**src/rtl/pwm_drive_ctrl.sv**
```systemverilog
`timescale 1ns/1ps
module pwm_drive_ctrl #(
  parameter int NCH   = 2,
  parameter int DIVW  = 3,
  parameter int DUTYW = 4
) (
  input  logic                        clk,
  input  logic                        rst_n,
  input  logic [NCH-1:0]              pol_strap,
  input  logic [NCH-1:0]              sel_pin,
  input  logic [NCH-1:0]              fb,
  input  logic                        wr_en,
  input  logic [$clog2(NCH):0]        wr_addr,
  input  logic [DIVW+DUTYW-1:0]       wr_data,
  output logic [NCH-1:0]              pwm_out
);
  localparam int CW   = $clog2(NCH);
  localparam int PREW = 2 ** DIVW;

  logic [NCH-1:0]       pol_v, sup_v, bnd_v;
  logic [NCH*DUTYW-1:0] duty_f, ph_f;
  logic [NCH*DIVW-1:0]  div_f;

  for (genvar c = 0; c < NCH; c++) begin : g_ch
    logic [DIVW-1:0]  div_q0, div_q1, act_div;
    logic [DUTYW-1:0] duty_q0, duty_q1, act_duty, ph;
    logic [PREW-1:0]  pre;
    logic [PREW:0]    span;
    logic             pol, sup, s1, s2, tick, bnd, wr_me;

    assign wr_me = wr_en && (wr_addr[CW:1] == CW'(c));
    assign span  = (PREW+1)'(2) << act_div;
    assign tick  = ({1'b0, pre} == span - 1'b1);
    assign bnd   = tick && (ph == '1);

    always_ff @(posedge clk) begin
      if (!rst_n) begin
        div_q0 <= '0; duty_q0 <= '0;
        div_q1 <= '0; duty_q1 <= '0;
      end else if (wr_me) begin
        if (wr_addr[0]) {div_q1, duty_q1} <= wr_data;
        else            {div_q0, duty_q0} <= wr_data;
      end
    end

    always_ff @(posedge clk) begin
      if (!rst_n) begin
        pol      <= pol_strap[c];
        s1       <= 1'b0;
        s2       <= 1'b0;
        pre      <= '0;
        ph       <= '0;
        act_div  <= '0;
        act_duty <= '0;
        sup      <= 1'b0;
      end else begin
        s1  <= sel_pin[c];
        s2  <= s1;
        pre <= tick ? '0 : pre + 1'b1;
        if (tick) ph <= ph + 1'b1;
        if (bnd) begin
          act_div  <= s2 ? div_q1  : div_q0;
          act_duty <= s2 ? duty_q1 : duty_q0;
          sup      <= fb[c];
        end
      end
    end

    assign pwm_out[c] = pol ^ (!sup && (ph < act_duty));

    assign pol_v[c] = pol;
    assign sup_v[c] = sup;
    assign bnd_v[c] = bnd;
    assign duty_f[c*DUTYW +: DUTYW] = act_duty;
    assign ph_f[c*DUTYW +: DUTYW]   = ph;
    assign div_f[c*DIVW +: DIVW]    = act_div;
  end
endmodule

```
**config.mk**
```make
export PLATFORM = sky130hd
export DESIGN_NAME = pwm_drive_ctrl
export DESIGN_NICKNAME = d
export VERILOG_FILES = /design/src/rtl/pwm_drive_ctrl.sv
export SDC_FILE = /design/constraint.sdc
export NUM_CORES = 1
export LEC_CHECK = 0
export BUFFER_PORTS_ARGS = -buffer_cell sky130_fd_sc_hd__buf_2
export CELL_PAD_IN_SITES_DETAIL_PLACEMENT = 1
export CELL_PAD_IN_SITES_GLOBAL_PLACEMENT = 1
export CORE_AREA = 2 2 97 137
export DETAILED_ROUTE_END_ITERATION = 16
export DIE_AREA = 0 0 99 139
export PLACE_DENSITY_LB_ADDON = 0.12
export REMOVE_ABC_BUFFERS = 1
export SYNTH_ARGS = -nofsm -noshare
export SYNTH_HDL_FRONTEND = slang
export SYNTH_SLANG_ARGS = --single-unit
export TNS_END_PERCENT = 30
```
**constraint.sdc**
```tcl
create_clock -name clk -period 3.25 [get_ports clk]
set_input_delay 0 -clock clk [delete_from_list [all_inputs] [get_ports clk]]
set_output_delay 0 -clock clk [all_outputs]
set_load 0.03 [all_outputs]
```
==> reports/results.ini <==
[sta]
hold_violations=1
max_freq_mhz=354
whs_ns=-0.000956
worstMarginPinSlew_ns=1.15
relSlewSlack_pct=23.0
finalSetupViolations=0
slew_viol_final=0
post-route-period-util_pct=86.9
fin_tns_setup_ns=0
clock_skew_ns=0.0113
min_period_ns=2.83
rsz0062_at_grt=no

[finish]
area_growth_pct=17.3
fin_nets=447
final_cell_mix=72 x dfxtp_1, 52 x mux2i_1, 47 x nor2_1
num_antenna_cells=0
final_common_cell=dfxtp_1
drive_gt1_share_pct=14.7
final_util_pct=34.5

[synthesis]
syn_avg_cell_area_um2=9.48
ys_warn_count=0
syn-instance-count=390
synth_edf_count=2
synth-async-reset-ratio_pct=0
netlist_area_mm2=0.00370
ys_types=43
synth-seq-area-share_pct=40.6
ys_ff_latch=74
synthFlopType=dfxtp_1

[power]
p_clk_share_pct=46.7
power_frac_seq_pct=46.1
p_switching_uw=479
swShare_pct=23.0
pwr-share-comb_pct=7.2
p_per_area_mw_per_mm2=479
intPower_mw=1.60
p_leak_nw=1.70
ir_drop_mv=0.270
power_mw=2.08

[worst_setup_path]
cp_slowest_cell=a311oi_1
critPathCaptureType=flip-flop
path_max_fanout=13
cp_cell_sequence=or3_1, ha_1, nand3_1, a21oi_1, a311oi_1, nor4_4, buf_4, mux2i_1
start_kind=flip-flop
crit_required_ns=3.46
critical_path_class=reg2reg
path_buf_inv=1
crit_arrival_ns=3.04
max_stage_delay_ns=0.91
path_delay_family=compound AO/OA/AOI/OAI gates

[route]
vias=2779
vias_per_cell=4.83
wire_per_inst_um=14.1
dr.pass1.iters=4
ant_nets=0
drt_iter0_markers=82
routed_wl_mm=8.09
drc=0

[floorplanning]
die_width_um=99
die_h_um=139
start_util_pct=29.4
placementRows=49
design.core.area_mm2=0.0126
die_area_mm2=0.0138
ios=20

[run_status]
violations=negative hold slack
status=finished with violations

[clock_network]
cts_root_buf=clkbuf_16
ctsHoldBuffers=12
clk_path_buf_depth=2
htreeDepth=3
clkLatencyLatePin_ns=0.33
cts-resized-gates=0
postCtsSetupBuffers=0
path_clk_slew_ns=0.06
clock_sinks=74
cts_tree=built
cts_buffers=9

[global_routing]
antenna_found_initial=0
grt_overflow=0
gr-usage-all-layers_pct=12.7
grt_pass1_vias=2888
grt_pass1_wl_mm=14.0
grt_max_degree=53

[place]
io_buffers=19
gp_congestion=0.727
dp_hpwl_mm=5.64

[worst_hold_path]
hp-class=in2reg

[job]
drv_cap=0

[registers in the layout (all words and copies together), names as in the netlist]
register       cells
g_ch.pre          16
g_ch.act_duty      8
g_ch.duty_q0       8
g_ch.duty_q1       8
g_ch.ph            8
g_ch.act_div       6
g_ch.div_q0        6
g_ch.div_q1        6
g_ch.pol           2
g_ch.s1            2
g_ch.s2            2
g_ch.sup           2
[per-layer routing]
layer | global-route usage, % | part of all wire (%)
met1 | 14.5 | 44
met2 | 22.8 | 53
met3 | 1.81 | 1.6
met4 | 6.27 | 2.0
met5 | 0 | 0
[synth_stat cells (3+ instances only)]
master	number	area share, %
a211oi_1	4	0.81
clkbuf_1	15	1.5
and3_1	6	1.0
nor2_1	47	4.8
or3_1	3	0.51
dfxtp_1	72	39
mux2i_1	52	14
xnor2_1	10	2.4
ha_1	12	4.1
o31ai_1	3	0.61
nand2_1	44	4.5
a21o_1	4	0.81
xor2_1	12	2.8
nand3_1	15	2.0
o211ai_1	3	0.61
nand3b_1	3	0.61
inv_1	12	1.2
and2_1	6	1.0
nor4_1	4	0.68
nand2b_1	9	1.5
mux2_2	16	4.9
[worst paths after layout]
kind                            slack, ns                       startpoint                                to  cells past startpoint
worst min-delay path               -0.001                       wr_data[6]    g_ch[0].div_q0[2]$_SDFFE_PN0P_                      3
worst max register to register       0.42  g_ch[1].act_div[2]$_SDFFE_PN0P_  g_ch[1].act_duty[0]$_SDFFE_PN0P_                      8
worst min register to register       0.43            g_ch[1].s1$_SDFF_PN0_             g_ch[1].s2$_SDFF_PN0_                      1
worst max-delay path                 0.42  g_ch[1].act_div[2]$_SDFFE_PN0P_  g_ch[1].act_duty[0]$_SDFFE_PN0P_                      8
[worst reg2reg max path: stages (launching register included)]
cell	delay, ns
dfxtp_1	0.43
or3_1	0.43
ha_1	0.31
nand3_1	0.12
a21oi_1	0.07
a311oi_1	0.91
nor4_4	0.08
buf_4	0.23
mux2i_1	0.13
[power groups by stage]
stage / clock [mW] / sequential (mW) / combinational, mW
6_report: 0.971 / 0.959 / 0.149
5_1_grt: 1.05 / 0.963 / 0.168
3_3_place_gp: 0 / 0.979 / 0.139
3_5_place_dp: 0 / 0.980 / 0.142
4_1_cts: 1.02 / 0.960 / 0.154
2_1_floorplan: 0 / 0.971 / 0.0879
[area by class of cell]
type	count	area, um2
repair buffers	38	268
multi-input cells	282	2040
clock buffers	11	233
well taps	153	191
inverters	12	45.0
clock inverters	5	56.3
flip-flops and latches	74	1500
fillers	1436	8230
[per-stage QoR]
stage	std cells	worst slack [ns]	area (um2)
after detailed placement	547	0.431	3930
after floorplan	368	0.689	3590
after CTS	575	0.426	4340
after global routing	575	0.113	4340
final	575	0.424	4340
after global placement	547	0.517	3930
[kinds of logic (layout without fill, tap and decap cells)]
| logic type | count (synthesis) | after routing | share of synthesized area [%] |
|---|---|---|---|
| compound gates | 27 | 27 | 6.20 |
| simple gates | 153 | 153 | 20.8 |
| fa+ha+maj | 12 | 12 | 4.06 |
| xor+xnor | 22 | 22 | 5.21 |
| buf+inv | 34 | 66 | 4.13 |
| flops | 74 | 74 | 40.6 |
| mux | 68 | 68 | 19.0 |
Power figures use the tool's default switching activity.
